**src/rtl/boot_seq_pkg.sv**
```systemverilog
package boot_seq_pkg;
  localparam logic [15:0] BOOT_CMD_WARM  = 16'h00F0;
  localparam logic [15:0] BOOT_CMD_ARM   = 16'h00E0;
  localparam logic [15:0] BOOT_CMD_IDENT = 16'h0090;
  localparam logic [15:0] BOOT_CMD_FIRE  = 16'h0000;

  typedef enum logic [2:0] {
    ACT_NONE,
    ACT_WARM,
    ACT_ARM,
    ACT_FIRE,
    ACT_DISARM,
    ACT_IDENT,
    ACT_UNKNOWN
  } boot_act_e;
endpackage

```
**src/rtl/boot_seq_window.sv**
```systemverilog
module boot_seq_window #(
  parameter int unsigned AW = 16,
  parameter logic [AW-1:0] WIN0_LO = 16'h0000,
  parameter logic [AW-1:0] WIN0_HI = 16'h01FF,
  parameter logic [AW-1:0] WIN1_LO = 16'h8000,
  parameter logic [AW-1:0] WIN1_HI = 16'h800F,
  parameter logic [AW-1:0] BLK_OFS = 16'hF100,
  parameter logic [AW-1:0] PAGE_OFS = 16'hF107
) (
  input  logic          wr_en,
  input  logic [AW-1:0] wr_addr,
  output logic          hit_boot,
  output logic          hit_blk,
  output logic          hit_page
);
  localparam int unsigned NWIN = 2;
  localparam logic [NWIN-1:0][AW-1:0] LO = {WIN1_LO, WIN0_LO};
  localparam logic [NWIN-1:0][AW-1:0] HI = {WIN1_HI, WIN0_HI};

  logic [NWIN-1:0] in_win;

  for (genvar w = 0; w < NWIN; w++) begin : g_win
    assign in_win[w] = (wr_addr >= LO[w]) && (wr_addr <= HI[w]);
  end

  assign hit_boot = wr_en && (|in_win);
  assign hit_blk  = wr_en && (wr_addr == BLK_OFS);
  assign hit_page = wr_en && (wr_addr == PAGE_OFS);
endmodule

```
**src/rtl/boot_seq_addr_regs.sv**
```systemverilog
module boot_seq_addr_regs #(
  parameter int unsigned DW = 16,
  parameter int unsigned PAGE_W = 8,
  parameter int unsigned PAGE_STEP = 4
) (
  input  logic          clk,
  input  logic          rst_n,
  input  logic          clr,
  input  logic          blk_we,
  input  logic          page_we,
  input  logic          step,
  input  logic [DW-1:0] wdata,
  output logic [DW-1:0] blk_q,
  output logic [DW-1:0] page_q
);
  localparam logic [DW-1:0] PAGE_MASK = DW'((1 << PAGE_W) - 1);
  localparam logic [DW-1:0] STEP_V = DW'(PAGE_STEP);

  logic [DW-1:0] blk_d, page_d;
  logic          blk_en, page_en;

  always_comb begin
    blk_d   = blk_q;
    page_d  = page_q;
    blk_en  = 1'b0;
    page_en = 1'b0;
    if (clr) begin
      blk_d   = '0;
      page_d  = '0;
      blk_en  = 1'b1;
      page_en = 1'b1;
    end else begin
      if (blk_we) begin
        blk_d  = wdata;
        blk_en = 1'b1;
      end
      if (page_we) begin
        page_d  = wdata;
        page_en = 1'b1;
      end else if (step) begin
        page_d  = (page_q + STEP_V) & PAGE_MASK;
        page_en = 1'b1;
      end
    end
  end

  always_ff @(posedge clk or negedge rst_n) begin
    if (!rst_n) begin
      blk_q  <= '0;
      page_q <= '0;
    end else begin
      if (blk_en)  blk_q  <= blk_d;
      if (page_en) page_q <= page_d;
    end
  end

  // a page step without a competing write lands on old + step, wrapped
  p_page_wrap_r8: assert property (@(posedge clk) disable iff (!rst_n)
    (step && !page_we && !clr) |=> (page_q == (($past(page_q) + STEP_V) & PAGE_MASK)));

  // a clear leaves both registers at zero
  p_clear_zero_r3: assert property (@(posedge clk) disable iff (!rst_n)
    clr |=> (blk_q == '0 && page_q == '0));
endmodule

```
**src/rtl/boot_seq_id_writer.sv**
```systemverilog
module boot_seq_id_writer #(
  parameter int unsigned DW = 16,
  parameter int unsigned BYTE_W = 8,
  parameter int unsigned ID_WORDS = 3,
  localparam int unsigned CW = (ID_WORDS > 1) ? $clog2(ID_WORDS) : 1
) (
  input  logic                             clk,
  input  logic                             rst_n,
  input  logic                             start,
  input  logic                             abort,
  input  logic [ID_WORDS-1:0][BYTE_W-1:0]  id_bytes,
  output logic                             we,
  output logic [CW-1:0]                    addr,
  output logic [DW-1:0]                    wdata
);
  localparam logic [CW-1:0] LAST = CW'(ID_WORDS - 1);

  logic                            busy_q, busy_d;
  logic [CW-1:0]                   cnt_q, cnt_d;
  logic [ID_WORDS-1:0][BYTE_W-1:0] cap_q;
  logic                            cap_en;

  always_comb begin
    busy_d = busy_q;
    cnt_d  = cnt_q;
    cap_en = 1'b0;
    if (abort) begin
      busy_d = 1'b0;
      cnt_d  = '0;
    end else if (start) begin
      busy_d = 1'b1;
      cnt_d  = '0;
      cap_en = 1'b1;
    end else if (busy_q) begin
      if (cnt_q == LAST) begin
        busy_d = 1'b0;
        cnt_d  = '0;
      end else begin
        cnt_d = cnt_q + 1'b1;
      end
    end
  end

  always_ff @(posedge clk or negedge rst_n) begin
    if (!rst_n) begin
      busy_q <= 1'b0;
      cnt_q  <= '0;
      cap_q  <= '0;
    end else begin
      busy_q <= busy_d;
      cnt_q  <= cnt_d;
      if (cap_en) cap_q <= id_bytes;
    end
  end

  assign we    = busy_q;
  assign addr  = cnt_q;
  assign wdata = DW'(cap_q[cnt_q]);

  // the word index never leaves the identity area
  p_word_range_r6: assert property (@(posedge clk) disable iff (!rst_n)
    we |-> (addr <= LAST));

  // words follow one another without gaps until the last one
  p_word_order_r6: assert property (@(posedge clk) disable iff (!rst_n)
    (we && addr != LAST && !start && !abort) |=> (we && addr == $past(addr) + 1'b1));

  // the sequence stops after the last word unless restarted
  p_word_stop_r6: assert property (@(posedge clk) disable iff (!rst_n)
    (we && addr == LAST && !start) |=> !we);
endmodule

```
**src/rtl/boot_cmd_sequencer.sv**
```systemverilog
module boot_cmd_sequencer
  import boot_seq_pkg::*;
#(
  parameter int unsigned AW = 16,
  parameter int unsigned DW = 16,
  parameter int unsigned PAGE_W = 8,
  parameter int unsigned PAGE_STEP = 4,
  localparam int unsigned ID_WORDS = 3,
  localparam int unsigned BB_AW = $clog2(ID_WORDS)
) (
  input  logic             clk,
  input  logic             rst_n,
  input  logic             wr_en,
  input  logic [AW-1:0]    wr_addr,
  input  logic [DW-1:0]    wr_data,
  input  logic [DW-1:0]    mfr_id,
  input  logic [DW-1:0]    dev_id,
  input  logic [DW-1:0]    wp_status,
  output logic             warm_req,
  output logic             load_req,
  output logic [DW-1:0]    load_blk,
  output logic [DW-1:0]    load_page,
  output logic             bb_we,
  output logic [BB_AW-1:0] bb_addr,
  output logic [DW-1:0]    bb_wdata,
  output logic             unk_cmd
);
  logic hit_boot, hit_blk, hit_page;
  logic [DW-1:0] blk_q, page_q;
  boot_act_e act;

  logic armed_q, armed_d;
  logic unk_q, unk_d;
  logic warm_q, warm_d;
  logic load_q, load_d;
  logic [DW-1:0] lblk_q, lpage_q;

  boot_seq_window #(.AW(AW)) u_window (
    .wr_en   (wr_en),
    .wr_addr (wr_addr),
    .hit_boot(hit_boot),
    .hit_blk (hit_blk),
    .hit_page(hit_page)
  );

  // command decode: armed state consumes the write, otherwise match values
  always_comb begin
    act = ACT_NONE;
    if (hit_boot) begin
      if (armed_q) begin
        act = (wr_data == DW'(BOOT_CMD_FIRE)) ? ACT_FIRE : ACT_DISARM;
      end else begin
        unique case (wr_data)
          DW'(BOOT_CMD_WARM):  act = ACT_WARM;
          DW'(BOOT_CMD_ARM):   act = ACT_ARM;
          DW'(BOOT_CMD_IDENT): act = ACT_IDENT;
          default:             act = ACT_UNKNOWN;
        endcase
      end
    end
  end

  always_comb begin
    armed_d = armed_q;
    unique case (act)
      ACT_ARM:                     armed_d = 1'b1;
      ACT_FIRE, ACT_DISARM,
      ACT_WARM:                    armed_d = 1'b0;
      default:                     armed_d = armed_q;
    endcase
    unk_d  = unk_q | (act == ACT_UNKNOWN);
    warm_d = (act == ACT_WARM);
    load_d = (act == ACT_FIRE);
  end

  always_ff @(posedge clk or negedge rst_n) begin
    if (!rst_n) begin
      armed_q <= 1'b0;
      unk_q   <= 1'b0;
      warm_q  <= 1'b0;
      load_q  <= 1'b0;
      lblk_q  <= '0;
      lpage_q <= '0;
    end else begin
      armed_q <= armed_d;
      unk_q   <= unk_d;
      warm_q  <= warm_d;
      load_q  <= load_d;
      if (load_d) begin
        lblk_q  <= blk_q;
        lpage_q <= page_q;
      end
    end
  end

  boot_seq_addr_regs #(
    .DW(DW), .PAGE_W(PAGE_W), .PAGE_STEP(PAGE_STEP)
  ) u_addr (
    .clk    (clk),
    .rst_n  (rst_n),
    .clr    (act == ACT_WARM),
    .blk_we (hit_blk),
    .page_we(hit_page),
    .step   (act == ACT_FIRE),
    .wdata  (wr_data),
    .blk_q  (blk_q),
    .page_q (page_q)
  );

  logic [ID_WORDS-1:0][7:0] id_bytes;
  assign id_bytes = {wp_status[7:0], dev_id[7:0], mfr_id[7:0]};

  boot_seq_id_writer #(
    .DW(DW), .BYTE_W(8), .ID_WORDS(ID_WORDS)
  ) u_ident (
    .clk     (clk),
    .rst_n   (rst_n),
    .start   (act == ACT_IDENT),
    .abort   (act == ACT_WARM),
    .id_bytes(id_bytes),
    .we      (bb_we),
    .addr    (bb_addr),
    .wdata   (bb_wdata)
  );

  assign warm_req  = warm_q;
  assign load_req  = load_q;
  assign load_blk  = lblk_q;
  assign load_page = lpage_q;
  assign unk_cmd   = unk_q;

  // a load request only follows a cycle in which the sequencer was armed
  p_load_armed_r4: assert property (@(posedge clk) disable iff (!rst_n)
    load_req |-> $past(armed_q));

  // the load request is a single-cycle pulse
  p_load_pulse_r4: assert property (@(posedge clk) disable iff (!rst_n)
    load_req |=> !load_req);

  // a warm reset request leaves the sequencer disarmed with cleared registers
  p_warm_disarm_r3: assert property (@(posedge clk) disable iff (!rst_n)
    warm_req |-> (!armed_q && blk_q == '0 && page_q == '0));

  // the unknown-command flag never drops while out of reset
  p_unk_sticky_r7: assert property (@(posedge clk) disable iff (!rst_n)
    unk_cmd |=> unk_cmd);

  // while armed, no warm reset or identify can start
  p_armed_blocks_r5: assert property (@(posedge clk) disable iff (!rst_n)
    (armed_q && hit_boot) |=> (!warm_req && !$rose(bb_we)));
endmodule

```
**config.mk**
```make
export PLATFORM = sky130hd
export DESIGN_NAME = boot_cmd_sequencer
export DESIGN_NICKNAME = d
export VERILOG_FILES = /design/src/rtl/boot_seq_pkg.sv /design/src/rtl/boot_seq_window.sv /design/src/rtl/boot_seq_addr_regs.sv /design/src/rtl/boot_seq_id_writer.sv /design/src/rtl/boot_cmd_sequencer.sv
export SDC_FILE = /design/constraint.sdc
export NUM_CORES = 1
export LEC_CHECK = 0
export BUFFER_PORTS_ARGS = -buffer_cell sky130_fd_sc_hd__buf_4
export CAP_MARGIN = 20
export CORE_ASPECT_RATIO = 1.4
export CORE_MARGIN = 2
export CORE_UTILIZATION = 51
export DETAILED_ROUTE_END_ITERATION = 8
export PLACE_DENSITY = 0.87
export SYNTH_ARGS = -nofsm -noshare
export SYNTH_HDL_FRONTEND = slang
export SYNTH_SLANG_ARGS = --single-unit
```
**constraint.sdc**
```tcl
create_clock -name clk -period 2.1 [get_ports clk]
set_input_delay 0.42 -clock clk [delete_from_list [all_inputs] [get_ports clk]]
set_output_delay 0.42 -clock clk [all_outputs]
set_load 0.01 [all_outputs]
```
==> reports/metrics.cfg, run 1 <==
[sta]
rsz0062_at_grt = true
max_freq_mhz = 485
hold_viol_final = 0
relSlewSlack_pct = 64.9
setup_viol = 0
period_needed_ns = 2.06
tightest_slew_ns = 0.527
maxSlewViolCount = 0
worst_clock_skew_ns = 0.00389
finalCritPeriodShare_pct = 98.2

[worst_setup_path]
crit_arrival_ns = 2.32
crit_path_top_delay_cell = or4b_4
critPathLaunchType = input port
r2r-end = u_addr.page_q[5]$_DFFE_PN0P_
crit_start = wr_addr[11]
rr_startpoint = armed_q$_DFFE_PN0P_
worstPathCellList = buf_6 -> or4b_4 -> nor4_4 -> buf_4 -> o2111ai_4 -> or4b_1 -> a31oi_1
cp_max_fo = 6
endpoint_kind = flop
critPathRequiredTime_ns = 2.36
cpPeakStageDelay_ns = 0.55
crit_type = input port to flop
ff2ff_setup_slack_ns = 0.18
worst_r2r_path_depth = 5

[placement]
place.gp.congestion = 0.899
placed_area_um2 = 5330
placed_cells = 593
dp_hpwl_um = 7560
port_buffers = 104

[pwr]
power_mw = 3.67
power.leakage_nw = 2.94
irDropWorstVdd_mv = 0.534
swShare_pct = 20.6
p_switching_mw = 0.756
p_comb_share_pct = 5.3
internal_power_mw = 2.91
powerDensity_nw_per_um2 = 647
seq_power_share_pct = 49.9
p_clk_share_pct = 44.7

[logic_synthesis]
synthDistinctLibCells = 44
ys_async_sr_fraction_pct = 100
synth_top_flop_cell = dfrtp_1
avgSynthCellArea_um2 = 11.5
ys_warn_count = 0
ys_seq_area_share_pct = 56.6
yosys.area.top_type = dfrtp_1
syn-cell-area_um2 = 4200
synth_top_area_share_pct = 56.6
synthCells = 366
synth-seq-cells = 95
synth-edff-count = 0
synthTopCellsByArea = dfrtp_1 57%, mux2_2 15%, nand2_1 5.8%

[final_layout]
final_util_pct = 70.0
nets = 586
drive_gt1_share_pct = 44.3
fin_cells = 608
mostFrequentLayoutCell = buf_4
layout_common_cells = 137 x buf_4, 93 x dfrtp_1, 65 x nand2_1
area_growth_pct = 35.0
final_area_um2 = 5670
antenna_cells = 0

[clock_network]
cts.clk_slew.worst_paths_ns = 0.06
insertion_delay_ns = 0.35
clock_path_buffers = 2
cts_tree = yes
post_cts_buffers = 0
numClockSinks = 95
numCtsBuffers = 9
clockRootBuffer = clkbuf_16
cts-htree-levels = 3

[global_route]
grt_max_degree = 41
grt_pass1_vias = 3465
grtUsageTotal_pct = 23.8
grt-ovfl-total = 0
antenna_found_initial = 0
grt_pass1_wl_um = 16400

[drt]
drc = 0
highest_layer = met4
wl_per_cell_um = 16.9
drtIter0Drc = 230
drt_wl_total_um = 10300
vias_per_cell = 5.55
vias = 3376
wl_met2_um = 5500
wl_met1_um = 3690
dr.pass1.iters = 4
route.antenna.remaining_nets = 0
dr_wl_met3_um = 691

[floorplan]
rows = 39
dieArea_um2 = 8990
die_y_um = 111
core_um2 = 8100
io_pins = 137
die_x_um = 80.7
start_util_pct = 51.8

[run_status]
status = finished, final reports clean

[run]
maxCapViolations = 0

[hold_path]
hold_path.class = input port to async pin

worst max-delay path by stage:
stage / end / slack [ns] / depth (start not counted)
6_report: u_addr.page_q[5]$_DFFE_PN0P_ / 0.04 / 7
2_1_floorplan: u_ident.cap_q[10]$_DFFE_PN0P_ / -0.21 / 7
5_1_grt: u_addr.page_q[5]$_DFFE_PN0P_ / -0.02 / 7
3_3_place_gp: u_addr.page_q[4]$_DFFE_PN0P_ / -0.27 / 7
3_5_place_dp: u_addr.page_q[4]$_DFFE_PN0P_ / -0.36 / 7
4_1_cts: bb_wdata[2] / 0.02 / 5
cell usage after synthesis (5+ instances only):
cell type,number
nand3_1,27
mux2i_1,10
clkbuf_1,10
a21oi_1,6
nand4_1,5
mux2_2,55
nor2_1,11
o21ai_0,14
nand2_1,65
nor4_1,6
dfrtp_1,95
buf_4,9
logic make-up (layout without fill, tap and decap cells):
| family | count (synthesis) | in the layout | synth area share [%] |
|---|---|---|---|
| adder cells (fa/ha/maj) | 1 | 1 | 0.298 |
| buffers and inverters | 28 | 161 | 3.75 |
| AND/OR/NAND/NOR | 139 | 139 | 16.3 |
| flip-flops | 95 | 95 | 56.6 |
| AO/OA/AOI/OAI | 35 | 35 | 5.30 |
| multiplexers | 66 | 66 | 17.4 |
| other | 1 | 8 | 0.0893 |
| XOR/XNOR | 1 | 1 | 0.209 |
layout make-up:
class	count	area [um^2]
fillers	560	2430
clock buffers	12	256
clock inverters	3	42.5
inverters	3	11.3
well taps	102	128
flip-flops and latches	95	2380
multi-input cells	250	1720
repair buffers	143	1130
state kept, by name, summed over array words and instances, names as in the netlist:
register / cells
u_ident.we: 1
load_blk: 16
warm_req: 1
load_req: 1
u_ident.addr: 2
load_page: 16
unk_cmd: 1
u_addr.blk_q: 16
armed_q: 1
u_ident.cap_q: 24
u_addr.page_q: 16
critical path: cells and delay by family:
| kind | cells | cell delay, ns |
|---|---|---|
| AO/OA/AOI/OAI | 2 | 0.33 |
| AND/OR/NAND/NOR | 3 | 1.29 |
| buffers and inverters | 2 | 0.29 |
power by group through the flow:
stage | Clock, mW | Combinational [mW] | Sequential [mW]
detailed placement | 0 | 0.192 | 1.86
CTS | 1.66 | 0.194 | 1.83
floorplan | 0 | 0.0359 | 1.86
finish | 1.64 | 0.195 | 1.83
global placement | 0 | 0.184 | 1.86
global route | 1.73 | 0.215 | 1.83
per-layer routing:
layer	GRT usage (%)	up-vias
li1	-	1549
met3	4.38	28
met4	13.2	0
met2	41.9	136
met5	0	-
met1	26.4	1663
timing repair:
action                     CTS  global route
setup endpoints to repair    4            15
hold endpoints to repair     0             0
pin swaps                    0             2
resized for setup            2             7
hold buffers                 0             0
metrics by stage:
step	TNS (ns)	hold WS, ns	worst slack, ns
2_1_floorplan	-6.08	0.124	-0.206
3_3_place_gp	-15.46	0.419	-0.269
3_5_place_dp	-18.28	0.434	-0.356
4_1_cts	0	0.0688	0.0223
5_1_grt	-0.0358	0.104	-0.0186
6_report	0	0.0445	0.0368
Power figures use the tool's default switching activity.
==> run 2, diff against run 1 <==
--- a/config.mk
+++ b/config.mk
@@ -11,6 +11,7 @@
 export CORE_MARGIN = 2
 export CORE_UTILIZATION = 51
 export DETAILED_ROUTE_END_ITERATION = 8
+export MAX_ROUTING_LAYER = met4
 export PLACE_DENSITY = 0.87
 export SYNTH_ARGS = -nofsm -noshare
 export SYNTH_HDL_FRONTEND = slang
==> constraint.sdc (replaced) <==
create_clock -name clk -period 1.9 [get_ports clk]
set_input_delay 0.38 -clock clk [delete_from_list [all_inputs] [get_ports clk]]
set_output_delay 0.38 -clock clk [all_outputs]
set_load 0.01 [all_outputs]
==> reports/metrics.cfg, run 2 (synthesized netlist as in run 1, its figures left out) <==
[run_status]
status = complete, but fails checks
violations = setup timing

[final_layout]
layout_common_cells = 149 x buf_4, 93 x dfrtp_1, 65 x nand2_1
drive_gt1_share_pct = 48.4
fill_cells = 521
mostFrequentLayoutCell = buf_4
antenna_cells = 0
top_register = u_ident.cap_q
area_growth_pct = 43.2
nets = 606
fin_cells = 629
largest_reg_flops = 24

[clock_network]
insertion_delay_ns = 0.35
clockRootBuffer = clkbuf_16
numCtsBuffers = 9
clock_path_buffers = 2
cts_tree = yes
cts-htree-levels = 3
cts.clk_slew.worst_paths_ns = 0.06
numClockSinks = 95

[global_route]
antenna_found_initial = 0
grt_max_degree = 35
grt_pass1_vias = 3568
grt_pass1_wl_um = 16700
grtUsageTotal_pct = 25.1
grt-ovfl-total = 0

[floorplan]
die_x_um = 80.7
io_pins = 137
die_y_um = 111
start_util_pct = 51.8
core_um2 = 8100
dieArea_um2 = 8990
rows = 39

[sta]
hold_viol_final = 0
rsz0062_at_grt = true
holdWs_ns = 0.267
period_needed_ns = 1.97
fin_ws_ns = -0.0744
worst_clock_skew_ns = 0.00581
finalCritPeriodShare_pct = 104
maxSlewViolCount = 0
max_freq_mhz = 506
setup_viol = 27

[worst_setup_path]
rr_startpoint = armed_q$_DFFE_PN0P_
crit_start = wr_data[1]
endpoint_kind = flop
cp_max_fo = 13
crit_arrival_ns = 2.20
ff2ff_setup_slack_ns = 0.07
crit_type = input port to flop
critPathRequiredTime_ns = 2.13
critPathLaunchType = input port

[drt]
vias = 3459
drt_wl_total_um = 11100
drtIter0Drc = 174
route.antenna.remaining_nets = 0
wl_per_cell_um = 17.7
dr.pass1.iters = 4
drc = 0
vias_per_cell = 5.50

[pwr]
power.leakage_nw = 3.09
irDropWorstVdd_mv = 0.598
powerDensity_nw_per_um2 = 683

[placement]
dp_hpwl_um = 7580
place.gp.congestion = 0.920
port_buffers = 104
placed_cells = 605

[run]
maxCapViolations = 0

[hold_path]
hold_path.class = input port to flop
hp-start = mfr_id[4]

==> run 2: cell types whose count changed in the layout (fill, tap and decap cells not counted), moves of 3 or more <==
cell / previous run / this run
clkbuf_8: 2 / 6
buf_4: 137 / 149
mux2_4: 0 / 17
buf_6: 2 / 8
nor4_1: 4 / 1
o21ai_1: 0 / 3
o21ai_0: 14 / 11
mux2_2: 55 / 38
==> run 2: layer usage <==
layer  track usage, %  up-vias  part of all wire [%]
met5                -        -                     0
met4             13.0        0                   3.7
met3             5.51       33                   5.7
met2             42.4      126                    54
met1             27.1     1714                    37
li1                 -     1586                     -
==> run 2: cell type report <==
| class | count | area, um^2 | share of cell area [%] |
|---|---|---|---|
| flip-flops and latches | 95 | 2380 | 39.6 |
| multi-input cells | 250 | 1860 | 30.9 |
| repair buffers | 163 | 1320 | 22.0 |
| clock buffers | 15 | 308 | 5.12 |
| well taps | 102 | 128 | 2.12 |
| inverters | 3 | 11.3 | 0.187 |
| clock inverters | 1 | 7.51 | 0.125 |
==> run 2: repair_timing <==
action / in CTS / in global routing
endpoints found under the setup margin: 41 / 55
resized for setup: 13 / 35
hold endpoints to repair: 32 / 0
buffers inserted: 4 / 1
pin swaps: 4 / 5
gates cloned: 0 / 2
hold buffers: 1 / 0
==> run 2: metrics by stage <==
stage          utilization [%]  cell area [um^2]  power (mW)  worst slack, ns  setup TNS, ns
3_3_place_gp              66.9              5420        2.29           -0.413         -28.28
3_5_place_dp              66.9              5420        2.29           -0.557         -34.24
5_1_grt                   74.2              6010        4.24           -0.143          -2.94
2_1_floorplan                -              4260        2.10           -0.366         -18.50
6_report                  74.2              6010        4.11          -0.0744         -0.901
4_1_cts                   72.2              5840        4.12          -0.0270        -0.0270
==> run 2: path summary, 6_finish.rpt <==
path,end,cells after the start
max in group asynchronous,load_page[15]$_DFFE_PN0P_,3
min in group asynchronous,load_blk[4]$_DFFE_PN0P_,2
worst max register to register,u_ident.cap_q[2]$_DFFE_PN0P_,5
worst min register to register,unk_cmd$_DFF_PN0_,2
worst max-delay path,u_ident.cap_q[2]$_DFFE_PN0P_,7
worst min-delay path,u_ident.cap_q[4]$_DFFE_PN0P_,2
==> run 2: where the power goes <==
group | total, mW | internal (mW) | switching, mW | leakage [nW]
combinational | 0.253 | 0.134 | 0.118 | 1.62
clock | 1.83 | 1.10 | 0.731 | 0.154
sequential | 2.02 | 2.02 | 0.000209 | 1.32
==> run 2: worst max-delay path, cell delays in order <==
cell     delay (ns)
buf_4          0.12
nor4_2         0.36
nand3_2        0.20
nor3_2         0.26
and3b_2        0.34
buf_12         0.18
mux2_2         0.35
==> run 3, diff against run 2 <==
--- a/config.mk
+++ b/config.mk
@@ -5,11 +5,12 @@
 export SDC_FILE = /design/constraint.sdc
 export NUM_CORES = 1
 export LEC_CHECK = 0
+export ABC_AREA = 1
 export BUFFER_PORTS_ARGS = -buffer_cell sky130_fd_sc_hd__buf_4
 export CAP_MARGIN = 20
 export CORE_ASPECT_RATIO = 1.4
 export CORE_MARGIN = 2
-export CORE_UTILIZATION = 51
+export CORE_UTILIZATION = 52
 export DETAILED_ROUTE_END_ITERATION = 8
 export MAX_ROUTING_LAYER = met4
 export PLACE_DENSITY = 0.87
==> constraint.sdc (replaced) <==
create_clock -name clk -period 1.98 [get_ports clk]
set_input_delay 0.396 -clock clk [delete_from_list [all_inputs] [get_ports clk]]
set_output_delay 0.396 -clock clk [all_outputs]
set_load 0.01 [all_outputs]
==> reports/metrics.cfg, run 3 <==
[logic_synthesis]
synthDistinctLibCells = 35
yosys.area.top_type = dfrtp_1
ys_seq_area_share_pct = 51.5
synth_top_area_share_pct = 51.5
ys_async_sr_fraction_pct = 100
synth_common_cells = 147 x nand2_1, 95 x dfrtp_1, 54 x inv_1, 54 x nand3_1, 29 x o21ai_0
synth-edff-count = 0
avgSynthCellArea_um2 = 8.71
yosysMostFrequentCell = nand2_1
synthTopCellsByArea = dfrtp_1 51%, nand2_1 12%, nand3_1 5.9%
synthCells = 530
ys_warn_count = 0
synth_top_flop_cell = dfrtp_1
syn-cell-area_um2 = 4620
synth-seq-cells = 95

[drt]
route.antenna.remaining_nets = 0
drt_wl_total_um = 10500
dr.pass1.iters = 4
vias_per_cell = 5.25
drc = 0
vias = 3969
drtIter0Drc = 215
wl_per_cell_um = 14.0

[clock_network]
numCtsBuffers = 9
cts_resized = 0
cts_hold_buf = 0
clockRootBuffer = clkbuf_16
clock_path_buffers = 2
post_cts_buffers = 0
cts_tree = yes
cts.clk_slew.worst_paths_ns = 0.06
cts-htree-levels = 3
numClockSinks = 95
insertion_delay_ns = 0.34

[final_layout]
antenna_cells = 0
seq_area_um2 = 2380
layout_common_cells = 147 x nand2_1, 120 x buf_4, 95 x dfrtp_1
drive_gt1_share_pct = 30.3
fin_cells = 756
largest_reg_flops = 24
mostFrequentLayoutCell = nand2_1
top_register = u_ident.cap_q
area_growth_pct = 26.9
nets = 730
final_util_pct = 68.1
fill_cells = 662
multiInputGateArea_um2 = 1870

[floorplan]
start_util_pct = 53.6
die_x_um = 83.6
io_pins = 137
dieArea_um2 = 9660
rows = 40
die_y_um = 115
core_um2 = 8610

[sta]
setup_viol = 0
hold_viol_final = 0
maxSlewViolCount = 0
rsz0062_at_grt = false
period_needed_ns = 1.85
holdWs_ns = 0.0165
fin_tns_setup_ns = 0
max_freq_mhz = 540
worst_clock_skew_ns = 0.00685
finalCritPeriodShare_pct = 93.5

[placement]
placed_cells = 740
dp_hpwl_um = 7780
port_buffers = 104
place.gp.congestion = 0.907

[worst_setup_path]
critPathBufInv = 3
crit_start = u_ident.addr[0]$_DFFE_PN0P_
crit_path_top_delay_cell = dfrtp_1
path_common_cell = buf_4
crit_type = flop to output port
cpPeakStageDelay_ns = 0.40
cp_top_family = flip-flops
critPathLaunchType = flop
critPathRequiredTime_ns = 1.58
crit_arrival_ns = 1.46
endpoint_kind = output port
cp_max_fo = 7
worstPathCellList = inv_1 -> nor2_1 -> buf_4 -> nand2_1 -> nand3_1 -> buf_4
rr_startpoint = armed_q$_DFFE_PN0P_

[global_route]
grt_max_degree = 44
grt_pass1_wl_um = 17800
grt-ovfl-total = 0
grtUsageTotal_pct = 23.8
grt_pass1_vias = 3793
antenna_found_initial = 0

[pwr]
power_mw = 4.01
powerDensity_nw_per_um2 = 684
irDropWorstVdd_mv = 0.541
power.leakage_nw = 3.24

[run]
maxCapViolations = 0

[hold_path]
hold_path.class = input port to async pin

[run_status]
status = finished, final reports clean

## run 3: changes by cell type after synthesis, sizes merged, moves of 6 or more
| cell | delta |
|---|---|
| mux2i | -10 |
| buf | +6 |
| nand3 | +27 |
| inv | +55 |
| nand4 | +6 |
| mux2 | -56 |
| clkbuf | -7 |
| o21ai | +18 |
| o22ai | +21 |
| nand2 | +113 |
| nor2 | +23 |
## run 3: layer usage
layer / vias up / global-route usage [%] / wire [um]
met5: - / - / 0
met1: 1884 / 29.8 / 4360
met4: 0 / 10.8 / 303
met2: 136 / 38.0 / 5360
li1: 1926 / - / -
met3: 23 / 4.42 / 518
## run 3: worst paths after layout
check,to,slack (ns),cells after the start
min,load_page[8]$_DFFE_PN0P_,0.02,1
max reg2reg,u_ident.cap_q[11]$_DFFE_PN0P_,0.39,6
min reg2reg,u_ident.cap_q[2]$_DFFE_PN0P_,0.48,2
max in group asynchronous,u_addr.page_q[9]$_DFFE_PN0P_,1.36,2
min in group clk,u_ident.cap_q[0]$_DFFE_PN0P_,0.29,3
max,bb_wdata[0],0.13,6
## run 3: power by group
part / internal [mW] / switching [mW] / leakage [nW]
clock network: 1.06 / 0.751 / 0.158
registers: 1.95 / 0.00782 / 1.22
logic: 0.106 / 0.133 / 1.87
total: 3.12 / 0.892 / 3.24
## run 3: cell families after synthesis
family | count (synthesis) | synth area share [%]
buffers and inverters | 83 | 8.67
and+or+nand+nor | 283 | 30.0
DFF | 95 | 51.5
AOI/OAI and AO/OA | 65 | 9.08
other | 1 | 0.0812
xor gates and xnor gates | 2 | 0.379
adders and majority gates | 1 | 0.271
## run 3: worst register-to-register path, cell delays in order, from the launching register on
cell,delay [ns]
dfrtp_1,0.45
nor2_1,0.21
nand4_4,0.15
nor2_8,0.20
buf_4,0.31
nand3_1,0.12
nand2_1,0.09
## run 3: stage by stage
| step | cell area, um^2 | setup WS (ns) |
|---|---|---|
| final | 5860 | 0.129 |
| after detailed placement | 5540 | 0.0281 |
| after global routing | 5860 | 0.0321 |
| after floorplan | 4640 | 0.355 |
| after CTS | 5860 | 0.123 |
| after global placement | 5540 | 0.104 |
## run 3: layout make-up
cell class | instances | area share [%]
clock buffer | 11 | 4.31
clock inverter | 5 | 1.09
inverter | 59 | 3.84
multi-input combinational | 359 | 31.9
sequential | 95 | 40.6
tap | 105 | 2.24
timing repair buffer | 122 | 16.1
